## config.mk

```make
export PLATFORM = sky130hd
export DESIGN_NAME = poe_port_seq
export DESIGN_NICKNAME = d
export VERILOG_FILES = /design/src/rtl/poe_seq_pkg.sv /design/src/rtl/poe_sig_window.sv /design/src/rtl/poe_class_decode.sv /design/src/rtl/poe_dwell_timer.sv /design/src/rtl/poe_port_seq.sv
export SDC_FILE = /design/constraint.sdc
export NUM_CORES = 1
export LEC_CHECK = 0
export ABC_AREA = 1
export ABC_CLOCK_PERIOD_IN_PS = 3200
export BUFFER_PORTS_ARGS = -buffer_cell sky130_fd_sc_hd__buf_2
export CAP_MARGIN = 40
export CORE_ASPECT_RATIO = 1.2
export CORE_UTILIZATION = 50
export CTS_BUF_LIST = sky130_fd_sc_hd__clkbuf_4 sky130_fd_sc_hd__clkbuf_8 sky130_fd_sc_hd__clkbuf_16
export CTS_CLUSTER_SIZE = 25
export DETAILED_ROUTE_END_ITERATION = 7
export PLACE_DENSITY_LB_ADDON = 0.08
export SYNTH_ARGS = -nofsm -noshare
export SYNTH_HDL_FRONTEND = slang
export SYNTH_SLANG_ARGS = --single-unit
```

## constraint.sdc

```tcl
create_clock -name clk -period 3.2 [get_ports clk]
set_input_delay 0.16 -clock clk [delete_from_list [all_inputs] [get_ports clk]]
set_output_delay 0.16 -clock clk [all_outputs]
set_load 0.005 [all_outputs]
```

## src/rtl/poe_seq_pkg.sv

```systemverilog
package poe_seq_pkg;

    typedef enum logic [2:0] {
        ST_INIT    = 3'd0,
        ST_OFF     = 3'd1,
        ST_DETECT  = 3'd2,
        ST_BACKOFF = 3'd3,
        ST_CLASS   = 3'd4,
        ST_POWER   = 3'd5,
        ST_FAULT   = 3'd6
    } seq_state_e;

    typedef enum logic [1:0] {
        FK_NONE = 2'd0,
        FK_OC   = 2'd1,
        FK_UVOV = 2'd2,
        FK_TSD  = 2'd3
    } fault_kind_e;

    localparam logic [3:0] STS_INIT    = 4'd0;
    localparam logic [3:0] STS_OFF     = 4'd1;
    localparam logic [3:0] STS_DETECT  = 4'd2;
    localparam logic [3:0] STS_BACKOFF = 4'd3;
    localparam logic [3:0] STS_CLASS   = 4'd4;
    localparam logic [3:0] STS_POWER   = 4'd5;
    localparam logic [3:0] STS_F_OC    = 4'd8;
    localparam logic [3:0] STS_F_UVOV  = 4'd9;
    localparam logic [3:0] STS_F_TSD   = 4'd10;

endpackage

```

## src/rtl/poe_sig_window.sv

```systemverilog
module poe_sig_window #(
    parameter int RES_W  = 10,
    parameter int SIG_LO = 190,
    parameter int SIG_HI = 265
) (
    input  logic [RES_W-1:0] res,
    output logic             ok
);
    always_comb begin
        ok = (int'(res) >= SIG_LO) && (int'(res) <= SIG_HI);
    end
endmodule

```

## src/rtl/poe_class_decode.sv

```systemverilog
module poe_class_decode #(
    parameter int CLS_W = 10,
    parameter int T01   = 65,
    parameter int T12   = 145,
    parameter int T23   = 230,
    parameter int T34   = 330,
    parameter int T40   = 480
) (
    input  logic [CLS_W-1:0] cur,
    output logic [2:0]       cls
);
    localparam int NTH = 5;
    logic [NTH-1:0] above;
    int             thr [NTH];

    always_comb begin
        thr[0] = T01;
        thr[1] = T12;
        thr[2] = T23;
        thr[3] = T34;
        thr[4] = T40;
    end

    for (genvar g = 0; g < NTH; g++) begin : g_cmp
        assign above[g] = int'(cur) >= thr[g];
    end

    always_comb begin
        if (above[4])      cls = 3'd0;
        else if (above[3]) cls = 3'd4;
        else if (above[2]) cls = 3'd3;
        else if (above[1]) cls = 3'd2;
        else if (above[0]) cls = 3'd1;
        else               cls = 3'd0;
    end
endmodule

```

## src/rtl/poe_dwell_timer.sv

```systemverilog
module poe_dwell_timer #(
    parameter int LIMIT = 60
) (
    input  logic clk,
    input  logic rst_n,
    input  logic run,
    input  logic tick,
    output logic expired
);
    localparam int W = $clog2(LIMIT + 1);

    logic [W-1:0] cnt_d, cnt_q;

    assign expired = (cnt_q == W'(LIMIT));

    always_comb begin
        cnt_d = cnt_q;
        if (!run)                  cnt_d = '0;
        else if (tick && !expired) cnt_d = cnt_q + 1'b1;
    end

    always_ff @(posedge clk or negedge rst_n) begin
        if (!rst_n) cnt_q <= '0;
        else        cnt_q <= cnt_d;
    end

    p_cnt_limit_r5: assert property (@(posedge clk) disable iff (!rst_n)
        cnt_q <= W'(LIMIT));
    p_cnt_clear_r5: assert property (@(posedge clk) disable iff (!rst_n)
        !run |=> (cnt_q == '0));
endmodule

```

## src/rtl/poe_port_seq.sv

```systemverilog
module poe_port_seq
    import poe_seq_pkg::*;
#(
    parameter int RES_W         = 10,
    parameter int CLS_W         = 10,
    parameter int I_W           = 14,
    parameter int V_W           = 10,
    parameter int SIG_LO        = 190,
    parameter int SIG_HI        = 265,
    parameter int OC_LIM        = 6150,
    parameter int DISC_LIM      = 75,
    parameter int UV_LIM        = 427,
    parameter int OV_LIM        = 550,
    parameter int START_TICKS   = 1000,
    parameter int BACKOFF_TICKS = 2000,
    parameter int OC_TICKS      = 60,
    parameter int DISC_TICKS    = 350,
    parameter int UVOV_TICKS    = 3
) (
    input  logic             clk,
    input  logic             rst_n,
    input  logic             tick,
    input  logic             port_en,
    input  logic             soft_rst,
    input  logic             backoff_sel,
    input  logic             disc_dis,
    input  logic             uvov_en,
    input  logic             temp_hot,
    input  logic             sig_valid,
    input  logic [RES_W-1:0] sig_res,
    input  logic             cls_valid,
    input  logic [CLS_W-1:0] cls_cur,
    input  logic             meas_valid,
    input  logic [I_W-1:0]   port_cur,
    input  logic [V_W-1:0]   port_volt,
    output logic             pwr_en,
    output logic [2:0]       class_code,
    output logic [3:0]       status,
    output logic             irq_n
);
    localparam int SEQ_MAX = (START_TICKS > BACKOFF_TICKS) ? START_TICKS : BACKOFF_TICKS;
    localparam int SEQ_W   = $clog2(SEQ_MAX + 1);

    typedef struct packed {
        seq_state_e  state;
        fault_kind_e fault;
        logic [2:0]  cls;
        logic [SEQ_W-1:0] cnt;
        logic [I_W-1:0] cur;
        logic [V_W-1:0] volt;
        logic        seen;
    } seq_regs_t;

    seq_regs_t r_d, r_q;

    logic       sig_ok;
    logic [2:0] cls_dec;
    logic       oc_run, disc_run, uvov_run;
    logic       oc_exp, disc_exp, uvov_exp;
    logic       watching;

    poe_sig_window #(.RES_W(RES_W), .SIG_LO(SIG_LO), .SIG_HI(SIG_HI)) u_sig (
        .res (sig_res),
        .ok  (sig_ok)
    );

    poe_class_decode #(.CLS_W(CLS_W)) u_cls (
        .cur (cls_cur),
        .cls (cls_dec)
    );

    assign watching = (r_q.state == ST_POWER) && r_q.seen;
    assign oc_run   = watching && (int'(r_q.cur) > OC_LIM);
    assign disc_run = watching && !disc_dis && (int'(r_q.cur) < DISC_LIM);
    assign uvov_run = watching && uvov_en &&
                      ((int'(r_q.volt) < UV_LIM) || (int'(r_q.volt) > OV_LIM));

    poe_dwell_timer #(.LIMIT(OC_TICKS)) u_oc_tmr (
        .clk (clk), .rst_n (rst_n), .run (oc_run), .tick (tick), .expired (oc_exp)
    );
    poe_dwell_timer #(.LIMIT(DISC_TICKS)) u_disc_tmr (
        .clk (clk), .rst_n (rst_n), .run (disc_run), .tick (tick), .expired (disc_exp)
    );
    poe_dwell_timer #(.LIMIT(UVOV_TICKS)) u_uvov_tmr (
        .clk (clk), .rst_n (rst_n), .run (uvov_run), .tick (tick), .expired (uvov_exp)
    );

    always_comb begin
        r_d = r_q;
        if (meas_valid && r_q.state == ST_POWER) begin
            r_d.cur  = port_cur;
            r_d.volt = port_volt;
            r_d.seen = 1'b1;
        end

        unique case (r_q.state)
            ST_INIT: begin
                if (r_q.cnt == SEQ_W'(START_TICKS)) begin
                    r_d.cnt   = '0;
                    r_d.state = port_en ? ST_DETECT : ST_OFF;
                end else if (tick) begin
                    r_d.cnt = r_q.cnt + 1'b1;
                end
            end
            ST_OFF: begin
                if (port_en) r_d.state = ST_DETECT;
            end
            ST_DETECT: begin
                if (sig_valid) begin
                    if (sig_ok) begin
                        r_d.state = ST_CLASS;
                    end else if (backoff_sel) begin
                        r_d.state = ST_BACKOFF;
                        r_d.cnt   = '0;
                    end
                end
            end
            ST_BACKOFF: begin
                if (r_q.cnt == SEQ_W'(BACKOFF_TICKS)) begin
                    r_d.state = ST_DETECT;
                    r_d.cnt   = '0;
                end else if (tick) begin
                    r_d.cnt = r_q.cnt + 1'b1;
                end
            end
            ST_CLASS: begin
                if (cls_valid) begin
                    r_d.cls   = cls_dec;
                    r_d.state = ST_POWER;
                    r_d.seen  = 1'b0;
                end
            end
            ST_POWER: begin
                if (oc_exp) begin
                    r_d.state = ST_FAULT;
                    r_d.fault = FK_OC;
                end else if (uvov_exp) begin
                    r_d.state = ST_FAULT;
                    r_d.fault = FK_UVOV;
                end else if (disc_exp) begin
                    r_d.state = ST_DETECT;
                end
            end
            ST_FAULT: begin
            end
            default: r_d.state = ST_OFF;
        endcase

        if (temp_hot && (r_q.state inside {ST_DETECT, ST_BACKOFF, ST_CLASS, ST_POWER})) begin
            r_d.state = ST_FAULT;
            r_d.fault = FK_TSD;
        end
        if (r_q.state != ST_INIT) begin
            if (!port_en) begin
                r_d.state = ST_OFF;
                r_d.fault = FK_NONE;
            end
            if (soft_rst) begin
                r_d.state = port_en ? ST_DETECT : ST_OFF;
                r_d.fault = FK_NONE;
                r_d.cls   = '0;
            end
        end
        if (r_d.state != ST_POWER) r_d.seen = 1'b0;
    end

    always_ff @(posedge clk or negedge rst_n) begin
        if (!rst_n) begin
            r_q <= '{state: ST_INIT, fault: FK_NONE, cls: '0, cnt: '0,
                     cur: '0, volt: '0, seen: 1'b0};
        end else begin
            r_q <= r_d;
        end
    end

    always_comb begin
        unique case (r_q.state)
            ST_INIT:    status = STS_INIT;
            ST_OFF:     status = STS_OFF;
            ST_DETECT:  status = STS_DETECT;
            ST_BACKOFF: status = STS_BACKOFF;
            ST_CLASS:   status = STS_CLASS;
            ST_POWER:   status = STS_POWER;
            ST_FAULT: begin
                case (r_q.fault)
                    FK_OC:   status = STS_F_OC;
                    FK_UVOV: status = STS_F_UVOV;
                    default: status = STS_F_TSD;
                endcase
            end
            default:    status = STS_OFF;
        endcase
    end

    assign pwr_en     = (r_q.state == ST_POWER);
    assign irq_n      = (r_q.state != ST_FAULT);
    assign class_code = r_q.cls;

    // the switch only closes coming out of classification
    p_pwr_after_class_r4: assert property (@(posedge clk) disable iff (!rst_n)
        $rose(pwr_en) |-> $past(r_q.state) == ST_CLASS);
    // classification is reached only on an in-band signature
    p_sig_accept_r2: assert property (@(posedge clk) disable iff (!rst_n)
        (r_q.state == ST_CLASS && $past(r_q.state) == ST_DETECT) |-> $past(sig_valid && sig_ok));
    // an active interrupt never coexists with a closed switch
    p_irq_open_r9: assert property (@(posedge clk) disable iff (!rst_n)
        !irq_n |-> !pwr_en);
    // class holds outside classification unless software reset
    p_class_hold_r11: assert property (@(posedge clk) disable iff (!rst_n)
        (r_q.state != ST_CLASS && !soft_rst) |=> $stable(class_code));
    // overheating while powered forces the thermal fault
    p_thermal_r10: assert property (@(posedge clk) disable iff (!rst_n)
        (temp_hot && r_q.state == ST_POWER && port_en && !soft_rst) |=> status == STS_F_TSD);
    // no dwell timer runs before the first powered measurement
    p_no_early_run_r12: assert property (@(posedge clk) disable iff (!rst_n)
        !r_q.seen |-> !(oc_run || disc_run || uvov_run));
endmodule

```

# --- Yosys cells after proc, flatten, opt, wreduce, memory -nomap -nowiden ---
# Cells that the tools add are included.
op_classes:
  reduce_logical: 22
  n_mux: 44
  eq_ne: 21
  order_cmp: 11
  addsub: 4
op_table:
  columns: ["cell", "count"]
  rows:
  - ["$mux W11", 6]
  - ["$mux W3", 15]
  - ["$pmux W11 S3", 1]
  - ["$ge A10 B8 Y1 const B", 3]
  - ["$pmux W4 S6", 1]
  - ["$pmux W3 S7", 1]
  - ["$ge A10 B9 Y1 const B", 2]
  - ["$mux W9", 2]
  - ["$mux W8", 2]
  - ["$mux W5", 3]
  - ["$gt A14 B13 Y1 const B", 1]
  - ["$lt A14 B7 Y1 const B", 1]
  - ["$logic_and A1 B1 Y1", 12]
  - ["$mux W6", 2]
  - ["$ne A2 B2 Y1 const B", 6]
  - ["$add A11 B1 Y11 const B", 1]
  - ["$eq A11 B10 Y1 const B", 1]
  - ["$eq A11 B11 Y1 const B", 1]
  - ["$ge A10 B7 Y1 const B", 1]
  - ["$gt A10 B10 Y1 const B", 1]
  - ["$le A10 B9 Y1 const B", 1]
  - ["$lt A10 B9 Y1 const B", 1]
  - ["$mux W2", 5]
  - ["$add A9 B1 Y9 const B", 1]
  - ["other kinds (18)", 31]
word_totals:
  input_bits: 56
  elab_cells: 112
  reg_bits: 61
  output_inout_bits: 9

# --- Longest topological paths before layout ---
# Gate-level depths: netlist of the first run.
logic_depth:
  ltp_word: 12
  depth_mapped: 15
  depth_no_buf: 14

# --- Cells and area by module ---
# Synthesis of the first run repeated with hierarchy kept, for this count alone.
unflattened:
  cells_unflattened: 523
  hier_area_um2: 3880.0
by_module_without_submodules:
  columns: ["mod", "instances", "seq_area_each_um2", "area_each_um2", "cells_each"]
  rows:
  - ["poe_port_seq", 1, 1101.1, 2438.6, 302]
  - ["poe_dwell_timer (u_disc_tmr)", 1, 225.2, 643.1, 95]
  - ["poe_dwell_timer (u_oc_tmr)", 1, 150.1, 412.9, 51]
  - ["poe_class_decode", 1, 0.0, 177.7, 37]
  - ["poe_dwell_timer (u_uvov_tmr)", 1, 50.0, 106.4, 12]
  - ["poe_sig_window", 1, 0.0, 101.3, 26]

# --- Least setup slack after synthesis of the first run ---
# No wires, ideal clock.
synth_path:
  kind: "reg2reg"
  start: "register r_q[25] (netlist name)"
  end: "register r_q[0] (netlist name)"
  path_buffers: 1
  setup_time_ps: 71
  period_less_slack_ps: 1611
  slack_ps: 1589
  required_time_ps: 3129
  t_arrival_ps: 1540
  path_stages_with_launch: 16
  cell_sequence: "dfrtp_1 buf_2 inv_1 ha_1 nand2_1 nor2_2 nand3_4 nand2_1 nand2_1 nor2_1 nor2_1 nand2_1 nand2_1 nand2_1 nand2_1 nor2_1"
synth_rtl:
  columns: ["element", "line_no", "rtl"]
  rows:
  - ["from (decl)", "poe_port_seq.sv:54", "seq_regs_t r_d, r_q;"]
  - ["from (signal assigned)", "poe_port_seq.sv:169", "r_q <= '{state: ST_INIT, fault: FK_NONE, cls: '0, cnt: '0,"]
  - ["from (signal assigned)", "poe_port_seq.sv:172", "r_q <= r_d;"]

==> results.py, run 1 <==
metrics = {
    "final_layout": {
        "area_growth_pct": 15.1,
        "antenna_cells": 0,
        "design_area_sq_mm": 0.00451,
        "nFillCells": 718,
        "final_cell_count_no_fill": 727,
        "regArea_sq_mm": 0.00153,
        "drive_gt1_share_pct": 17.3,
        "multi_input_area_sq_mm": 0.00204,
        "final_nets": 696,
    },
    "global_route": {
        "antenna_found_initial": 0,
        "grt_max_degree": 37,
        "grt.overflow.total": 0,
        "grt.total_usage_pct": 24.2,
        "grt_pass1_vias": 3568,
        "grt_pass1_wl_um": 15300,
    },
    "drt": {
        "antenna_left": 0,
        "detail_route.vias_per_cell": 5.17,
        "drt-met1-wl_um": 3870,
        "wl_met2_um": 4250,
        "routed-wl-met3_um": 419,
        "highest_layer": "met4",
        "drc_errors": 0,
        "vias": 3756,
        "wirelength_um": 8650,
        "routedWlPerCell_um": 11.9,
        "first_iter_violations": 179,
        "first_pass_iters": 4,
    },
    "floorplan": {
        "dieArea_sq_mm": 0.00819,
        "die_y_um": 98.9,
        "initial_core_util_pct": 52.9,
        "rows": 34,
        "ios": 65,
        "core_sq_mm": 0.00740,
        "die_w_um": 82.8,
    },
    "clocking": {
        "cts_tree": "yes",
        "cts.sinks": 61,
        "cts_max_level": 3,
        "clock_path_buffers": 2,
        "root_buffer": "clkbuf_8",
        "worstSkewPairLatency_ns": 0.34,
        "cts_buffers": 9,
        "path_clk_slew_ns": 0.07,
    },
    "placed_design": {
        "gp_congestion": 0.839,
        "dp_cells": 706,
        "post-place-ws_ns": 1.28,
        "port-buffer-count": 64,
        "place_area_sq_mm": 0.00428,
        "dp_hpwl_um": 6440,
    },
    "logic_synthesis": {
        "postSynthAreaPerCell_sq_um": 6.93,
        "netlist_area_sq_mm": 0.00391,
        "synth.yosys.seq_area_share_pct": 39.0,
        "yosys.area.top_type_share_pct": 39.0,
        "yosysTopAreaCell": "dfrtp_1",
        "ys_ff_latch": 61,
        "synth.distinct_cells": 38,
        "synth_nets": 629,
        "netlist_instances": 565,
        "ys_warn_count": 0,
        "synth_area_leaders": "dfrtp_1 39%, nand2_1 17%, inv_1 6.1%",
    },
    "setup_path": {
        "critical_path_class": "reg2reg",
        "worstPathRequired_ns": 3.46,
        "crit_fanout": 14,
        "r2r-start": "r_q[43]",
        "cp_num_buf_inv": 2,
        "critPathSlowestCell": "dfrtp_1",
        "r2r_cells": 11,
        "crit_top_cell": "nor2_1",
        "path_cells": "inv_2 > nand2_1 > nor2_1 > buf_4 > nor2_1 > nand2_1 > nor2_1 > nand3_1 > nor2_1 > nand2_1 > nor2_1",
        "start_kind": "flop",
        "cp_num_cells": 11,
        "crit_family": "simple AND/OR/NAND/NOR gates",
        "startpoint": "r_q[43]",
        "cp.arrival_ns": 2.19,
        "critPathMaxStageDelay_ns": 0.46,
        "cp-end-kind": "flop",
    },
    "timing": {
        "post-route-min-period_ns": 1.92,
        "finalWorstSetupSlack_ns": 1.28,
        "finalMaxSlewViolations": 0,
        "final-hold-violation-count": 0,
        "setup_violations": 0,
        "period_share_pct": 60.0,
        "final.setup.tns_ns": 0,
        "max_slew_margin_pct": 58.8,
        "max_freq_ghz": 0.521,
        "tightest_slew_ns": 0.618,
        "fin_worst_skew_ns": 0.00945,
        "rsz0062_at_grt": "no",
    },
    "pwr": {
        "power_frac_comb_pct": 41.1,
        "p_total_mw": 3.12,
        "seqPwrFrac_pct": 39.3,
        "clkPwrFrac_pct": 19.7,
        "p_per_area_mw_per_mm2": 694,
        "swShare_pct": 43.3,
        "power.switching_mw": 1.35,
        "p_leak_nw": 2.28,
        "peakVddDrop_uv": 403,
        "power.internal_mw": 1.77,
    },
    "hold_path": {
        "min_from": "port_cur[4]",
        "whs_path_depth": 3,
        "hold_path.class": "in2reg",
    },
    "job": {
        "maxCapViolations": 0,
    },
    "status": {
        "status": "finished, final reports clean",
    },
}
[state kept, by name, indices dropped and copies added, names as in the netlist]
| name | count |
|---|---|
| u_uvov_tmr.cnt_q | 2 |
| class_code | 3 |
| r_q | 41 |
| u_disc_tmr.cnt_q | 9 |
| u_oc_tmr.cnt_q | 6 |
[kinds of logic (layout without fill, tap and decap cells)]
kind of cell | count (synthesis) | in the layout | synth area share [%]
fa+ha+maj | 8 | 8 | 2.56
flops | 61 | 61 | 39.0
buf+inv | 84 | 156 | 8.79
compound gates | 71 | 71 | 10.4
xor+xnor | 12 | 12 | 2.69
simple gates | 329 | 329 | 36.6
[Yosys cell counts, drive strengths merged]
cell type  instances
nand2            188
inv               68
nor2              67
dfrtp             61
nand3             43
o21ai             38
a21oi             19
buf               14
nand4             14
nor3              11
ha                 8
xor2               8
o211ai             4
or2                4
xnor2              4
o2111ai            3
a21boi             2
clkbuf             2
a22oi              1
a41oi              1
nand3b             1
nor3b              1
o21a               1
o21bai             1
o31ai              1
[stage by stage]
stage / hold WS (ns) / util, %
2_1_floorplan: -0.136 / -
3_3_place_gp: 0.198 / 57.8
3_5_place_dp: 0.203 / 57.8
4_1_cts: 0.00216 / 60.9
5_1_grt: 0.00357 / 60.9
6_report: 0.0175 / 60.9
[cells in the final DEF, fill, tap and decap left out, types with 6 or more instances in the layout]
| cell type | count |
|---|---|
| a21oi_1 | 19 |
| dfrtp_1 | 61 |
| inv_1 | 64 |
| nand3_1 | 41 |
| nand4_1 | 13 |
| o21ai_0 | 36 |
| nand2_1 | 182 |
| xor2_1 | 8 |
| nor3_1 | 9 |
| buf_2 | 64 |
| nor2_1 | 60 |
| ha_1 | 8 |
| nand2_2 | 6 |
| clkbuf_8 | 9 |
[metal layers]
| layer | vias to the layer above | GRT usage (%) |
|---|---|---|
| met4 | 0 | 10.6 |
| met3 | 9 | 3.80 |
| li1 | 1943 | - |
| met5 | - | 0 |
| met2 | 85 | 39.9 |
| met1 | 1719 | 30.7 |
[worst reg2reg max path: stages, from the launching register on]
cell and delay [ns]:
dfrtp_1 0.46, inv_2 0.08, nand2_1 0.40, nor2_1 0.08
buf_4 0.20, nor2_1 0.10, nand2_1 0.06, nor2_1 0.12
nand3_1 0.12, nor2_1 0.11, nand2_1 0.06, nor2_1 0.08
[area by class of cell]
class | instances | area share, %
timing repair buffer | 72 | 8.72
multi-input combinational | 420 | 45.3
clock buffer | 9 | 2.75
clock inverter | 7 | 1.14
tap | 90 | 2.50
inverter | 68 | 5.67
sequential | 61 | 33.9
[worst paths after layout]
path	end	slack, ns
worst max-delay path	r_q[0]	1.28
worst min-delay path	r_q[15]	0.02
worst max register to register	r_q[0]	1.28
worst min register to register	r_q[12]	0.48
max in group asynchronous	u_oc_tmr.cnt_q[5]	2.09
min in group asynchronous	class_code[0]	0.35
[power groups by stage]
stage | Clock (mW) | Combinational, mW | Sequential [mW]
floorplan | 0 | 1.05 | 1.15
CTS | 0.635 | 1.29 | 1.22
detailed placement | 0 | 1.28 | 1.24
finish | 0.615 | 1.28 | 1.23
global route | 0.671 | 1.48 | 1.26
global placement | 0 | 1.25 | 1.23
[what timing repair did]
| item | in CTS | in global routing |
|---|---|---|
| hold endpoints to repair | 27 | 0 |
| setup endpoints to repair | 0 | 0 |
| hold buffers | 5 | 0 |
| gates resized for setup | 0 | 0 |
| buffers inserted | 0 | 0 |
Note: power is estimated with default switching activity, not from simulation.
==> inputs of run 2 (changes only) <==
- ABC_CLOCK_PERIOD_IN_PS: 3200 -> 2000
- clock period: 3.2 -> 2 ns (I/O delays scaled with it)
==> run 2 against run 1 <==
Via count up 2.8%. First-iteration DRC count down 6.1%. Sequential share of layout area down 2.4 points. Sequential power up 60%. Sequential cell count unchanged.
==> results.py, run 2 (synthesis results as in run 1) <==
metrics = {
    "final_layout": {
        "layout_common_cells": "181 x nand2_1, 64 x inv_1, 64 x buf_2",
        "drive_gt1_share_pct": 17.6,
        "largest_reg_flops": 41,
        "top_register": "r_q",
        "mostFrequentLayoutCell": "nand2_1",
        "final_cell_count_no_fill": 753,
        "final_nets": 723,
        "top_regs": "r_q (41), u_disc_tmr.cnt_q (9), u_oc_tmr.cnt_q (6)",
        "area_growth_pct": 24.0,
        "antenna_cells": 0,
    },
    "timing": {
        "period_share_pct": 88.5,
        "finalMaxSlewViolations": 0,
        "final-hold-violation-count": 0,
        "max_slew_margin_pct": 67.2,
        "post-route-min-period_ns": 1.77,
        "max_freq_ghz": 0.565,
        "rsz0062_at_grt": "no",
        "tightest_slew_ns": 0.491,
        "fin_worst_skew_ns": 0.0125,
        "setup_violations": 0,
        "finalWorstSetupSlack_ns": 0.229,
        "final.setup.tns_ns": 0,
    },
    "placed_design": {
        "port-buffer-count": 64,
        "post-place-ws_ns": 0.233,
        "gp_congestion": 0.889,
        "dp_cells": 713,
        "dp_hpwl_um": 6720,
    },
    "drt": {
        "antenna_left": 0,
        "wirelength_um": 9010,
        "drc_errors": 0,
        "first_iter_violations": 168,
        "first_pass_iters": 4,
        "routedWlPerCell_um": 12.0,
        "detail_route.vias_per_cell": 5.13,
        "vias": 3862,
    },
    "status": {
        "status": "finished, final reports clean",
    },
    "global_route": {
        "grt_max_degree": 36,
        "grt_pass1_vias": 3725,
        "grt.total_usage_pct": 24.5,
        "grt_pass1_wl_um": 15400,
        "grt.overflow.total": 0,
        "antenna_found_initial": 0,
    },
    "floorplan": {
        "initial_core_util_pct": 52.9,
        "dieArea_sq_mm": 0.00819,
        "die_w_um": 82.8,
        "die_y_um": 98.9,
        "ios": 65,
        "rows": 34,
        "core_sq_mm": 0.00740,
    },
    "setup_path": {
        "r2r_cells": 9,
        "crit_fanout": 8,
        "worstPathRequired_ns": 2.21,
        "start_kind": "flop",
        "critical_path_class": "reg2reg",
        "cp.arrival_ns": 1.98,
        "cp-end-kind": "flop",
    },
    "pwr": {
        "clkPwrFrac_pct": 22.8,
        "seqPwrFrac_pct": 37.0,
        "peakVddDrop_uv": 841,
        "p_per_area_mw_per_mm2": 1100,
        "swShare_pct": 40.0,
        "power.internal_mw": 3.20,
        "power_frac_comb_pct": 40.2,
        "p_total_mw": 5.34,
        "p_leak_nw": 2.43,
        "power.switching_mw": 2.14,
    },
    "hold_path": {
        "hold_path.class": "in2reg",
        "whs_path_depth": 3,
    },
    "clocking": {
        "cts.sinks": 61,
        "path_clk_slew_ns": 0.08,
        "worstSkewPairLatency_ns": 0.34,
        "cts_tree": "yes",
        "clock_path_buffers": 2,
        "cts_max_level": 3,
        "cts_buffers": 9,
        "root_buffer": "clkbuf_8",
    },
    "job": {
        "maxCapViolations": 0,
    },
}
run 2: cell types whose count changed in the layout (fill, tap and decap cells not counted), moves of 2 or more:
cell           previous run  this run
buf_12                    0         4
buf_4                     3         6
clkinv_4                  2         0
bufinv_16                 0         2
dlygate4sd3_1             5        25
run 2: power groups by stage:
stage	clock network [mW]	logic [mW]	registers, mW
floorplan	0	1.68	1.84
global placement	0	2.07	1.97
detailed placement	0	2.10	1.99
CTS	1.24	2.15	1.97
global route	1.30	2.47	2.02
finish	1.22	2.15	1.97
run 2: through the flow:
stage          hold slack [ns]  area [sq um]  util (%)
6_report                0.0767          4850      65.6
5_1_grt                 0.0861          4850      65.6
4_1_cts                 0.0728          4850      65.5
3_5_place_dp           -0.0888          4380      59.2
3_3_place_gp             0.263          4360      58.9
2_1_floorplan           -0.196          3910         -
run 2: metal layers:
| metal | wire [um] | global-route usage [%] | vias to the layer above |
|---|---|---|---|
| met4 | 71 | 5.97 | 0 |
| li1 | - | - | 1989 |
| met5 | 0 | 0 | - |
| met1 | 3970 | 27.7 | 1784 |
| met3 | 364 | 5.46 | 8 |
| met2 | 4610 | 45.0 | 81 |
run 2: worst max-delay path, stage by stage (launching register included):
cell and delay (ns):
dfrtp_1 0.48, ha_1 0.27, nand3_1 0.14, nor3_1 0.22, xor2_1 0.16, nand2_1 0.08, nand4_1 0.10, nand2_1 0.05
nand2_1 0.04, o21ai_0 0.07
run 2: final timing paths:
path,from,end,slack [ns]
max in group asynchronous,rst_n,u_disc_tmr.cnt_q[5],1.36
worst min-delay path,uvov_en,u_uvov_tmr.cnt_q[0],0.08
worst max register to register,r_q[25],r_q[33],0.23
worst min register to register,r_q[12],r_q[12],0.48
min in group asynchronous,rst_n,class_code[1],0.10
worst max-delay path,r_q[25],r_q[33],0.23
run 2: cell type report:
| class | instances | area (sq um) |
|---|---|---|
| inverter | 68 | 255 |
| tap | 90 | 113 |
| timing repair buffer | 99 | 696 |
| multi-input combinational | 420 | 2050 |
| clock buffer | 11 | 145 |
| fill | 662 | 2550 |
| clock inverter | 4 | 72.6 |
| sequential | 61 | 1530 |
run 2: what timing repair did:
item                                   in CTS  in global routing
hold buffers                               25                  0
setup endpoints to repair                   0                  1
setup buffers                               0                  0
gates resized for setup                     0                  1
endpoints found under the hold margin      85                  0
==> inputs of run 3 (changes only) <==
- RECOVER_POWER: not set -> 100
==> run 3 against run 2 <==
Cell count unchanged. Count of clock-buffer cells in the layout unchanged. Die area is the same. Global-route usage unchanged. Clock power barely moved. Sequential power about the same. Core utilization shrank 1.1 points. Design area is 1.6% lower. Maximum frequency shrank 2.1%. Sequential share of layout area up 0.53 points.
==> results.py, run 3 (synthesis results as in run 1) <==
metrics = {
    "status": {
        "status": "finished, final reports clean",
    },
    "timing": {
        "finalMaxSlewViolations": 0,
        "post-route-min-period_ns": 1.81,
        "rsz0062_at_grt": "no",
        "setup_violations": 0,
        "period_share_pct": 90.5,
        "max_slew_margin_pct": 44.3,
        "tightest_slew_ns": 0.836,
        "max_freq_ghz": 0.553,
        "fin_worst_skew_ns": 0.0131,
        "final-hold-violation-count": 0,
        "final.setup.tns_ns": 0,
    },
    "setup_path": {
        "critPathMaxStageDelay_ns": 0.47,
        "r2r-start": "r_q[25]",
        "start_kind": "flop",
        "crit_fanout": 10,
        "cp-end-kind": "flop",
        "path_cells": "inv_1 > ha_1 > nand2_1 > nor2_1 > nand3_4 > nand2_1 > nand2_1 > nor2_1 > nor2_1 > nand2_1 > nand2_1 > nand2_1 > nand2_1 > nor2_1",
        "startpoint": "r_q[25]",
        "critical_path_class": "reg2reg",
        "crit_family": "simple AND/OR/NAND/NOR gates",
        "crit_top_cell": "nand2_1",
        "critPathSlowestCell": "dfrtp_1",
        "worstPathRequired_ns": 2.26,
        "cp_num_buf_inv": 1,
        "cp.arrival_ns": 2.07,
    },
    "clocking": {
        "cts_tree": "yes",
        "worstSkewPairLatency_ns": 0.34,
        "root_buffer": "clkbuf_8",
        "post_cts_buffers": 0,
        "cts_buffers": 9,
        "clock_path_buffers": 2,
        "cts_max_level": 3,
        "path_clk_slew_ns": 0.07,
        "cts.sinks": 61,
    },
    "pwr": {
        "power.switching_mw": 2.10,
        "p_per_area_mw_per_mm2": 1100,
        "swShare_pct": 40.0,
        "clkPwrFrac_pct": 23.1,
        "p_leak_nw": 2.39,
        "seqPwrFrac_pct": 37.4,
        "power_frac_comb_pct": 39.5,
        "peakVddDrop_uv": 710,
        "power.internal_mw": 3.16,
    },
    "drt": {
        "wirelength_um": 9030,
        "vias": 3851,
        "antenna_left": 0,
        "routedWlPerCell_um": 12.0,
        "drc_errors": 0,
        "first_iter_violations": 192,
        "first_pass_iters": 5,
        "detail_route.vias_per_cell": 5.11,
    },
    "global_route": {
        "grt_pass1_vias": 3725,
        "grt_pass1_wl_um": 15400,
        "grt_max_degree": 36,
        "grt.total_usage_pct": 24.5,
        "antenna_found_initial": 0,
        "grt.overflow.total": 0,
    },
    "final_layout": {
        "final_nets": 723,
        "drive_gt1_share_pct": 15.7,
        "top_regs": "r_q (41), u_disc_tmr.cnt_q (9), u_oc_tmr.cnt_q (6)",
        "area_growth_pct": 22.0,
        "layout_common_cells": "182 x nand2_1, 66 x inv_1, 62 x nor2_1",
        "antenna_cells": 0,
        "largest_reg_flops": 41,
        "design_area_sq_mm": 0.00477,
        "top_register": "r_q",
        "mostFrequentLayoutCell": "nand2_1",
    },
    "floorplan": {
        "rows": 34,
        "die_w_um": 82.8,
        "core_sq_mm": 0.00740,
        "ios": 65,
        "dieArea_sq_mm": 0.00819,
        "initial_core_util_pct": 52.9,
        "die_y_um": 98.9,
    },
    "placed_design": {
        "dp_hpwl_um": 6720,
        "port-buffer-count": 64,
        "gp_congestion": 0.889,
        "place_area_sq_mm": 0.00438,
    },
    "hold_path": {
        "hold_path.class": "in2reg",
        "min_from": "uvov_en",
    },
    "job": {
        "maxCapViolations": 0,
    },
}
## run 3: power by group through the flow
stage               combinational, mW  sequential, mW  clock [mW]
floorplan                        1.68            1.84           0
CTS                              2.15            1.97        1.24
global placement                 2.07            1.97           0
global route                     2.40            2.01        1.30
detailed placement               2.10            1.99           0
finish                           2.08            1.97        1.21
## run 3: per-stage QoR
stage	total power [mW]	std cells	util (%)	setup WS (ns)	hold slack, ns
global route	5.71	753	64.5	0.0155	0.0861
detailed placement	4.09	713	59.2	0.233	-0.0888
finish	5.26	753	64.5	0.191	0.0815
global placement	4.04	712	58.9	0.319	0.263
floorplan	3.52	565	-	0.389	-0.196
CTS	5.36	753	65.5	0.243	0.0728
## run 3: layout make-up
type,count,area (sq um)
Timing Repair Buffer,99,636
Clock buffer,11,145
Tap cell,90,113
Clock inverter,4,72.6
Fill cell,679,2630
Multi-Input combinational cell,420,2030
Inverter,68,255
Sequential cell,61,1530
## run 3: timing repair
action	4_1_cts	5_1_grt
hold buffers	25	0
hold endpoints to repair	85	0
endpoints found under the setup margin	0	1
gates resized for setup	0	1
## run 3: tightest hold or removal path: cells and delay by family
kind / cells / cell delay, ns
AOI/OAI and AO/OA: 1 / 0.12
buffers and inverters: 1 / 0.10
and+or+nand+nor: 1 / 0.05
## run 3: worst paths after layout
| path | to | slack, ns | cells after the start |
|---|---|---|---|
| setup / recovery | r_q[0] | 0.19 | 14 |
| setup reg to reg | r_q[0] | 0.19 | 14 |
| min in group asynchronous | class_code[1] | 0.10 | 2 |
| hold reg to reg | r_q[12] | 0.48 | 2 |
| max in group asynchronous | r_q[33] | 0.44 | 4 |
| hold / removal | u_uvov_tmr.cnt_q[0] | 0.08 | 3 |
## run 3: metal layers
| metal | global-route usage [%] | wire length, um | vias up |
|---|---|---|---|
| met2 | 45.0 | 4640 | 83 |
| li1 | - | - | 1989 |
| met4 | 5.97 | 37 | 0 |
| met5 | 0 | 0 | - |
| met3 | 5.46 | 364 | 4 |
| met1 | 27.7 | 3990 | 1775 |
